==> src/rtl/apm_pkg.sv <==
package apm_pkg;
  localparam int unsigned BYTE_W = 8;
  localparam logic [BYTE_W-1:0] CMD_ACPI_ON  = 8'hF1;
  localparam logic [BYTE_W-1:0] CMD_ACPI_OFF = 8'hF0;

  typedef enum logic {
    OFS_CMD    = 1'b0,
    OFS_STATUS = 1'b1
  } host_ofs_e;

  typedef struct packed {
    logic acpi_on;
    logic acpi_off;
    logic smi_cand;
  } cmd_dec_t;
endpackage

==> src/rtl/apm_cmd_decode.sv <==
module apm_cmd_decode
  import apm_pkg::*;
#(
  parameter logic [BYTE_W-1:0] ON_CODE  = CMD_ACPI_ON,
  parameter logic [BYTE_W-1:0] OFF_CODE = CMD_ACPI_OFF
) (
  input  logic              wr_en_i,
  input  logic              wr_addr_i,
  input  logic [BYTE_W-1:0] wr_data_i,
  output cmd_dec_t          dec_o
);
  logic cmd_wr;
  assign cmd_wr = wr_en_i && (wr_addr_i == OFS_CMD);

  always_comb begin
    dec_o.acpi_on  = cmd_wr && (wr_data_i == ON_CODE);
    dec_o.acpi_off = cmd_wr && (wr_data_i == OFF_CODE);
    dec_o.smi_cand = cmd_wr && (wr_data_i != ON_CODE) && (wr_data_i != OFF_CODE);
  end
endmodule

==> src/rtl/apm_cfg_regs.sv <==
module apm_cfg_regs
  import apm_pkg::*;
#(
  parameter int unsigned N_BYTES     = 4,
  parameter int unsigned EN_BYTE     = 3,
  parameter int unsigned EN_BIT      = 1,
  parameter bit          SMM_SUPPORT = 1'b1,
  localparam int unsigned AW = (N_BYTES > 1) ? $clog2(N_BYTES) : 1
) (
  input  logic              clk_i,
  input  logic              rst_ni,
  input  logic              we_i,
  input  logic [AW-1:0]     addr_i,
  input  logic [BYTE_W-1:0] wdata_i,
  output logic [BYTE_W-1:0] rdata_o,
  output logic              smi_en_o
);
  logic [BYTE_W-1:0] cfg_q [N_BYTES];

  for (genvar g = 0; g < N_BYTES; g++) begin : g_byte
    localparam logic [BYTE_W-1:0] RST_VAL =
      (!SMM_SUPPORT && (g == EN_BYTE)) ? BYTE_W'(1 << EN_BIT) : '0;
    always_ff @(posedge clk_i or negedge rst_ni) begin
      if (!rst_ni)                                  cfg_q[g] <= RST_VAL;
      else if (we_i && (addr_i == AW'(g)))          cfg_q[g] <= wdata_i;
    end
  end

  assign rdata_o  = cfg_q[addr_i];
  assign smi_en_o = cfg_q[EN_BYTE][EN_BIT];
endmodule

==> src/rtl/apm_smi_latch.sv <==
module apm_smi_latch (
  input  logic clk_i,
  input  logic rst_ni,
  input  logic set_i,
  input  logic ack_i,
  output logic req_o
);
  // set wins over a simultaneous acknowledge
  always_ff @(posedge clk_i or negedge rst_ni) begin
    if (!rst_ni)     req_o <= 1'b0;
    else if (set_i)  req_o <= 1'b1;
    else if (ack_i)  req_o <= 1'b0;
  end
endmodule

==> src/rtl/apm_smi_ctrl.sv <==
module apm_smi_ctrl
  import apm_pkg::*;
#(
  parameter bit          SMM_SUPPORT = 1'b1,
  parameter int unsigned CFG_BYTES   = 4,
  parameter int unsigned EN_BYTE     = 3,
  parameter int unsigned EN_BIT      = 1,
  localparam int unsigned CAW = (CFG_BYTES > 1) ? $clog2(CFG_BYTES) : 1
) (
  input  logic              clk_i,
  input  logic              rst_ni,
  input  logic              wr_en_i,
  input  logic              wr_addr_i,
  input  logic [BYTE_W-1:0] wr_data_i,
  input  logic              rd_addr_i,
  output logic [BYTE_W-1:0] rd_data_o,
  input  logic              cfg_we_i,
  input  logic [CAW-1:0]    cfg_addr_i,
  input  logic [BYTE_W-1:0] cfg_wdata_i,
  output logic [BYTE_W-1:0] cfg_rdata_o,
  input  logic              smi_ack_i,
  output logic              smi_req_o,
  output logic              sci_en_o
);
  cmd_dec_t          dec;
  logic              smi_en;
  logic [BYTE_W-1:0] cmd_q, stat_q;

  apm_cmd_decode i_dec (
    .wr_en_i   (wr_en_i),
    .wr_addr_i (wr_addr_i),
    .wr_data_i (wr_data_i),
    .dec_o     (dec)
  );

  apm_cfg_regs #(
    .N_BYTES     (CFG_BYTES),
    .EN_BYTE     (EN_BYTE),
    .EN_BIT      (EN_BIT),
    .SMM_SUPPORT (SMM_SUPPORT)
  ) i_cfg (
    .clk_i    (clk_i),
    .rst_ni   (rst_ni),
    .we_i     (cfg_we_i),
    .addr_i   (cfg_addr_i),
    .wdata_i  (cfg_wdata_i),
    .rdata_o  (cfg_rdata_o),
    .smi_en_o (smi_en)
  );

  apm_smi_latch i_smi (
    .clk_i  (clk_i),
    .rst_ni (rst_ni),
    .set_i  (dec.smi_cand && smi_en),
    .ack_i  (smi_ack_i),
    .req_o  (smi_req_o)
  );

  always_ff @(posedge clk_i or negedge rst_ni) begin
    if (!rst_ni) begin
      sci_en_o <= 1'b0;
      cmd_q    <= '0;
      stat_q   <= '0;
    end else begin
      if (dec.acpi_on)       sci_en_o <= 1'b1;
      else if (dec.acpi_off) sci_en_o <= 1'b0;
      if (wr_en_i && wr_addr_i == OFS_CMD)    cmd_q  <= wr_data_i;
      if (wr_en_i && wr_addr_i == OFS_STATUS) stat_q <= wr_data_i;
    end
  end

  assign rd_data_o = (rd_addr_i == OFS_CMD) ? cmd_q : stat_q;
endmodule

==> config.mk <==
export PLATFORM = sky130hd
export DESIGN_NAME = apm_smi_ctrl
export DESIGN_NICKNAME = d
export VERILOG_FILES = /design/src/rtl/apm_pkg.sv /design/src/rtl/apm_cmd_decode.sv /design/src/rtl/apm_cfg_regs.sv /design/src/rtl/apm_smi_latch.sv /design/src/rtl/apm_smi_ctrl.sv
export SDC_FILE = /design/constraint.sdc
export NUM_CORES = 1
export LEC_CHECK = 0
export ABC_AREA = 1
export ABC_CLOCK_PERIOD_IN_PS = 1500
export CAP_MARGIN = 20
export CORE_MARGIN = 10
export CORE_UTILIZATION = 47
export CTS_CLUSTER_DIAMETER = 40
export CTS_CLUSTER_SIZE = 30
export DETAILED_ROUTE_END_ITERATION = 8
export PLACE_DENSITY = 0.68
export SETUP_SLACK_MARGIN = 0.2
export SLEW_MARGIN = 20
export SYNTH_ARGS = -nofsm -noshare
export SYNTH_HDL_FRONTEND = slang
export SYNTH_HIERARCHICAL = 1
export SYNTH_SLANG_ARGS = --single-unit
==> constraint.sdc <==
create_clock -name clk_i -period 1.5 [get_ports clk_i]
set_clock_uncertainty 0.15 [all_clocks]
set_input_delay 0.225 -clock clk_i [delete_from_list [all_inputs] [get_ports clk_i]]
set_output_delay 0.225 -clock clk_i [all_outputs]
set_load 0.005 [all_outputs]
* Yosys cells after proc, flatten, opt, wreduce, memory -nomap -nowiden
Index checks and enable logic that the tools add are counted.
** Word-level totals
- Register bits :: 50
- Bits of input ports :: 25
- Output and inout port bits :: 18
- Word-level logic and storage cells :: 40
** Operators by class
- Order comparisons :: 1
- Equal/unequal tests :: 7
- Mux-type cells :: 8
- Bitwise logic cells :: 2
- Reductions and logical operators :: 14
** Operators by type and width (count)
- $mux 8 :: 3
- $bmux 8 s2 :: 1
- $eq 8x8->1 const B :: 2
- $ne 8x8->1 const B :: 2
- $logic_and 1x1->1 :: 11
- $eq 2x2->1 const B :: 2
- $mux 1 :: 4
- $reduce_bool 2->1 :: 2
- $ge 3x3->1 const B :: 1
- $not 2->3 :: 1
- $eq 2x1->1 const B :: 1
- $logic_not 2->1 :: 1
- $not 1->1 :: 1

* Depth between registers and ports, before layout
Gate-level depths: netlist (run 1).
- Depth after elaboration :: 6
- Depth in mapped cells :: 10
- Mapped depth without buffers :: 10

* Hierarchy
The synthesis (run 1) kept the hierarchy.
** Modules (own cells, without submodules)
- apm_cfg_regs :: times used 1, cells an instance 217, area an instance 1571.5 um^2, sequential area each 800.8 um^2
- apm_smi_ctrl :: times used 1, cells an instance 100, area an instance 834.6 um^2, sequential area each 425.4 um^2
- apm_cmd_decode :: times used 1, cells an instance 21, area an instance 91.3 um^2, sequential area each 0.0 um^2
- apm_smi_latch :: times used 1, cells an instance 5, area an instance 40.0 um^2, sequential area each 25.0 um^2

* Worst setup path after synthesis (run 1)
Ideal clock, no wire load.
- Path type :: input to output
- From :: input cfg_addr_i[0]
- To :: output cfg_rdata_o[4]
- Data arrival time :: 0.794 ns
- Data required time :: 1.125 ns
- Slack :: 0.331 ns
- Cell stages on the path :: 6
- Buffers on the path :: 2
- Path through :: buf_2 > buf_4 > nand2_1 > nand2_1 > nand2_1 > nand2_1
** On the way
- Cells in the longest elaborated chain, start to end :: 4
** RTL lines
- start: declaration :: line apm_smi_ctrl.sv:18 : input logic [CAW-1:0] cfg_addr_i,
- $not 2->3 (implied by the code) :: line apm_cfg_regs.sv:29 : assign rdata_o = cfg_q[addr_i];
- $bmux 8 s2 :: line apm_cfg_regs.sv:29
- $mux 8 (implied by the code) (2 in a row) :: line apm_cfg_regs.sv:29
- end: declaration :: line apm_smi_ctrl.sv:20 : output logic [BYTE_W-1:0] cfg_rdata_o,
No other way between the ends. The select of a mux whose other input is x is not followed.

* Worst setup path after layout (run 1)
- From :: register i_cfg/cfg_q[8] in the netlist's numbering
- To :: output cfg_rdata_o[0]
** On the way
- Cells in the longest elaborated chain, start to end :: 3
** RTL lines
- start: declaration :: line apm_cfg_regs.sv:18 : logic [BYTE_W-1:0] cfg_q [N_BYTES];
- start signal: indexed assignment :: line apm_cfg_regs.sv:25 : else if (we_i && (addr_i == AW'(g))) cfg_q[g] <= wdata_i;
- $bmux 8 s2 :: line apm_cfg_regs.sv:29
- $mux 8 (implied by the code) (2 in a row) :: line apm_cfg_regs.sv:29
No other way between the ends. The select of a mux whose other input is x is not followed.

==> impl_metrics.toml, run 1 <==
[outcome]
status = "finished clean"

[sta]
maxSlewViolCount = 0
hold_slack_ns = 0.166
rsz0062_at_grt = "yes"
fin_crit_sh_pct = 95.9
fmax_mhz = 695
hold_viol_final = 0
tightest_slew_ns = 0.402
worst_slack_ns = 0.0611
setup_violations = 0
min_period_ns = 1.44
maxSlewHeadroom_pct = 73.2
finalSetupTns_ns = 0

[worst_setup_path]
cp.depth = 5
crit_fanout = 2
r2r_setup_slack_ns = 0.47
endpoint_kind = "output pin"
slowest_stage = "dfrtp_1"
timing.rr.start = "i_cfg/smi_en_o"
cp_data_required_time_ns = 1.12
cp_top_family = "flip-flops"
crit_type = "flip-flop to output pin"
r2r_cells = 5
cp-start-kind = "flip-flop"
critPathArrivalTime_ns = 1.06
crit_buf_inv = 1
cpPeakStageDelay_ns = 0.40
crit_top_cell = "nand2_1"
crit_chain = "nand2_1 > nand2_1 > nand2_1 > nand2_2 > buf_6"
crit_path_start = "i_cfg/cfg_q[8]"

[pwr]
pwr_density_cell_nw_per_um2 = 983
leakage_nw = 1.98
ir_drop_mv = 0.527

[grt]
top_usage_layer = "met2"
track_usage_pct = 15.8
globalRouteMet3Util_pct = 2.88
grt_pass1_vias = 2411
grtUsageMet1_pct = 21.5
grt_pass1_wl_mm = 11.3
grt-ovfl-total = 0
grt_max_degree = 33
met2_usage_pct = 25.1
antenna_found_initial = 0

[cells_and_area]
final_layout_size_suffix_gt1_share_pct = 23.4
fillCellCount = 440
finish.net_count = 464
num_antenna_cells = 0
finalNonFillerCells = 510
syn_to_final_growth_pct = 35.8
multiInputGateArea_um2 = 1090
seq_area_um2 = 1250
fin_util_pct = 66.6

[drt]
viasPerCell = 4.78
drc = 0
vias = 2436
drt_first_pass_iters = 4
final_antenna_net_count = 0
wirelength_mm = 6.65
routedWlPerCell_um = 13.0
dr.first_iter.drc_count = 117

[die]
die_h_um = 93.5
initial_core_util_pct = 49.1
row_count = 26
io_pins = 43
die_w_um = 93.5
dieArea_um2 = 8740
coreArea_um2 = 5170

[cts]
htreeDepth = 2
cts_buffers = 5
cts-root-buf = "clkbuf_8"
cts_tree = "built"
clockBufferDepth = 2
clkSinkCount = 50
clkTransAtPathRegs_ns = 0.09
clk_latency_ns = 0.30

[placed_design]
hpwl_mm = 4.93
place_ws_ns = -0.577
placedCellCount = 485
portBuffers = 42
place_congestion = 0.898

[min_path]
holdPathStages = 4
min-delay-start = "wr_data_i[2]"
min_path_type = "input pin to flip-flop"

[logic_synthesis]
ys.flop_type = "dfrtp_1"
yosysMostFrequentCell = "nand2_1"
ys_types = 22
yosysTopAreaCell = "dfrtp_1"
async_reset_ff_share_pct = 100
yosysWarnings = 6
synth_area_um2 = 2540
synthTopCellsByCount = "nand2_1, dfrtp_1, nand3_1"
synth_top_area_share_pct = 49.3
yosys-top-cells-area = "dfrtp_1, nand2_1, nand3_1, inv_1, o21ai_1"
ys_ff_latch = 50
avgSynthCellArea_um2 = 7.40
synth_nets = 368
synth-edff-count = 0
synthCells = 343
seq_area_frac_synth_pct = 49.3

[flow_run]
max_cap_viol_count = 0
-- final timing paths --
check                                  end
setup / recovery            cfg_rdata_o[0]
max in group asynchronous  i_cfg/cfg_q[27]
hold / removal                    cmd_q[2]
min in group asynchronous  i_cfg/cfg_q[18]
hold reg to reg                  stat_q[5]
setup reg to reg               i_smi/req_o
-- cells by family after synthesis --
family,synth area share [%]
flops,49.3
buf+inv,8.19
compound gates,3.45
simple gates,39.1
-- flip-flops by register name, indices dropped and copies added (netlist names) --
register and count:
cmd_q 8, i_cfg/cfg_q 31, i_cfg/smi_en_o 1, i_smi/req_o 1
sci_en_o 1, stat_q 8
-- cells in the final DEF (no fill, tap or decap), types with 2 or more instances in the layout --
cell,synthesis,final
nand2_1,178,176
buf_4,1,53
dfrtp_1,50,50
nand3_1,40,40
inv_1,26,25
buf_2,5,16
o21ai_1,9,15
clkdlybuf4s50_1,0,11
dlygate4sd2_1,0,7
buf_6,3,6
clkbuf_8,0,5
nor2_1,5,5
nand3_2,4,4
nor2_2,4,4
dlymetal6s2s_1,0,4
nand2_2,1,3
inv_2,2,2
clkbuf_1,1,2
clkbuf_2,0,2
-- layer usage --
metal  routed length (um)  vias to the layer above  share of wire, %
li1                     -                     1254                 -
met1                 3110                     1118                47
met2                 3160                       57                48
met3                  305                        7               4.6
met4                   67                        0               1.0
met5                    0                        -                 0
-- cell type report --
type	instances	area share, %
inverters	29	3.38
well taps	70	2.54
repair buffers	101	23.2
clock buffers	7	2.21
multi-input cells	252	31.5
clock inverters	1	0.871
flip-flops and latches	50	36.3
-- worst min-delay path: stages --
cell and delay, ns:
dlymetal6s2s_1 0.11, buf_4 0.12, nand3_1 0.06, nand2_1 0.06
-- power by group --
part / switching [mW] / total (mW) / internal [mW]
clock network: 0.421 / 0.920 / 0.499
registers: 0.111 / 1.65 / 1.54
logic: 0.415 / 0.814 / 0.399
-- repair_timing --
item | 4_1_cts | 5_1_grt
hold buffers | 1 | 0
endpoints found under the setup margin | 52 | 19
buffers inserted | 11 | 5
hold endpoints to repair | 50 | 0
pin swaps | 30 | 8
resized for setup | 93 | 9
-- per-stage QoR --
step	power [mW]	cell area (um2)
detailed placement	2.46	3260
finish	3.39	3450
global placement	2.45	3260
CTS	3.38	3400
floorplan	2.04	2540
global route	3.59	3450
Power figures use the tool's default switching activity.
==> run 2: changes to the inputs <==
Settings changed: SETUP_SLACK_MARGIN 0.2 to 0.1.
==> impl_metrics.toml, run 2 (synthesized netlist as in run 1, its figures left out) <==
[sta]
hold_viol_final = 0
setup_violations = 0
min_period_ns = 1.43
finalSetupTns_ns = 0
rsz0062_at_grt = "yes"
worst_slack_ns = 0.0654
tightest_slew_ns = 0.404
fmax_mhz = 697
fin_crit_sh_pct = 95.6
hold_slack_ns = 0.170
maxSlewHeadroom_pct = 73.1
maxSlewViolCount = 0

[cells_and_area]
reg_top3 = "i_cfg/cfg_q x31, cmd_q x8, stat_q x8"
num_antenna_cells = 0
largest_register_ffs = 31
fillCellCount = 429
finish.net_count = 460
mostFrequentLayoutCells = "nand2_1, dfrtp_1, buf_4"
multiInputGateArea_um2 = 1100
final_layout_size_suffix_gt1_share_pct = 22.9
finalNonFillerCells = 506
syn_to_final_growth_pct = 35.4
seq_area_um2 = 1250
final_common_cell = "nand2_1"
regMostFlops = "i_cfg/cfg_q"
fin_util_pct = 66.4

[grt]
track_usage_pct = 15.8
grt_max_degree = 33
grt_pass1_vias = 2413
antenna_found_initial = 0
grt-ovfl-total = 0
grt_pass1_wl_mm = 11.3
globalRouteMet3Util_pct = 2.88
met2_usage_pct = 24.9
top_usage_layer = "met2"
grtUsageMet1_pct = 21.5

[placed_design]
place_ws_ns = -0.577
placedCellCount = 485
place_congestion = 0.898
portBuffers = 42
hpwl_mm = 4.93

[pwr]
leakage_nw = 1.96
pwr_density_cell_nw_per_um2 = 981
ir_drop_mv = 0.529

[die]
row_count = 26
io_pins = 43
initial_core_util_pct = 49.1
coreArea_um2 = 5170
dieArea_um2 = 8740
die_w_um = 93.5
die_h_um = 93.5

[worst_setup_path]
critPathArrivalTime_ns = 1.06
r2r_cells = 5
rr_endpoint = "i_smi/req_o"
crit_buf_inv = 1
crit_fanout = 2
crit_type = "flip-flop to output pin"
endpoint_kind = "output pin"
r2r_setup_slack_ns = 0.47
cp-start-kind = "flip-flop"
cp_data_required_time_ns = 1.12
slowest_stage = "dfrtp_1"
crit_chain = "nand2_1 > nand2_1 > nand2_1 > nand2_2 > clkbuf_2"
timing.rr.start = "i_cfg/smi_en_o"
crit_top_cell = "nand2_1"
cp_top_family = "flip-flops"
cpPeakStageDelay_ns = 0.40

[cts]
htreeDepth = 2
cts_buffers = 5
cts-root-buf = "clkbuf_8"
clkTransAtPathRegs_ns = 0.09
clkSinkCount = 50
cts_tree = "built"
clk_latency_ns = 0.30
clockBufferDepth = 2

[drt]
vias = 2429
drc = 0
routedWlPerCell_um = 12.9
final_antenna_net_count = 0
wirelength_mm = 6.54
drt_first_pass_iters = 4
viasPerCell = 4.80
dr.first_iter.drc_count = 101

[min_path]
worstHoldEndpoint = "stat_q[7]"
min-delay-start = "wr_data_i[7]"
holdPathStages = 4
min_path_type = "input pin to flip-flop"

[outcome]
status = "finished clean"

[flow_run]
max_cap_viol_count = 0
[run 2: changes by cell type in the layout (fill, tap and decap cells not counted), moves of 2 or more]
cell             change
buf_4                -4
nand2_2              +2
clkdlybuf4s50_1      +4
nand2_1              -2
dlygate4sd2_1        -3
[run 2: stage by stage]
step	instance area (um2)	total power [mW]
2_1_floorplan	2540	2.04
6_report	3440	3.37
5_1_grt	3440	3.58
4_1_cts	3400	3.37
3_5_place_dp	3260	2.46
3_3_place_gp	3260	2.45
[run 2: power breakdown]
part | switching [mW] | leakage, nW | total, mW | internal (mW)
combinational | 0.408 | 1.29 | 0.794 | 0.386
clock | 0.425 | 0.0524 | 0.924 | 0.499
sequential | 0.110 | 0.620 | 1.65 | 1.54
[run 2: routing by layer]
layer / part of all wire, % / up-vias
met5: 0 / -
met3: 6.3 / 9
met2: 47 / 64
met4: 1.2 / 0
met1: 45 / 1112
li1: - / 1244
[run 2: layout make-up]
class | instances | area share (%)
well taps | 70 | 2.55
flip-flops and latches | 50 | 36.4
multi-input cells | 252 | 31.9
clock inverters | 1 | 0.874
repair buffers | 97 | 22.7
inverters | 29 | 3.39
clock buffers | 7 | 2.22
[run 2: worst max path at each step]
stage	start	to	slack [ns]	cells after the start
finish	i_cfg/cfg_q[0]	cfg_rdata_o[0]	0.07	5
detailed placement	cfg_addr_i[0]	cfg_rdata_o[0]	-0.58	7
global placement	cfg_addr_i[0]	cfg_rdata_o[0]	-0.57	7
CTS	i_cfg/cfg_q[0]	cfg_rdata_o[0]	-0.04	5
global route	i_cfg/cfg_q[9]	cfg_rdata_o[1]	-0.02	5
floorplan	cfg_addr_i[0]	cfg_rdata_o[4]	0.33	6
[run 2: worst reg2reg max path: stages (launching register included)]
cell and delay, ns:
dfrtp_1 0.40, buf_4 0.14, nand2_1 0.10, inv_1 0.05, inv_1 0.04, nand2_1 0.04
[run 2: timing repair]
item                                   in CTS  in global routing
hold buffers                                1                  0
pin swaps                                  24                  7
buffers inserted                           10                  2
setup endpoints to repair                  42                 12
resized for setup                          78                 17
endpoints found under the hold margin      50                  0
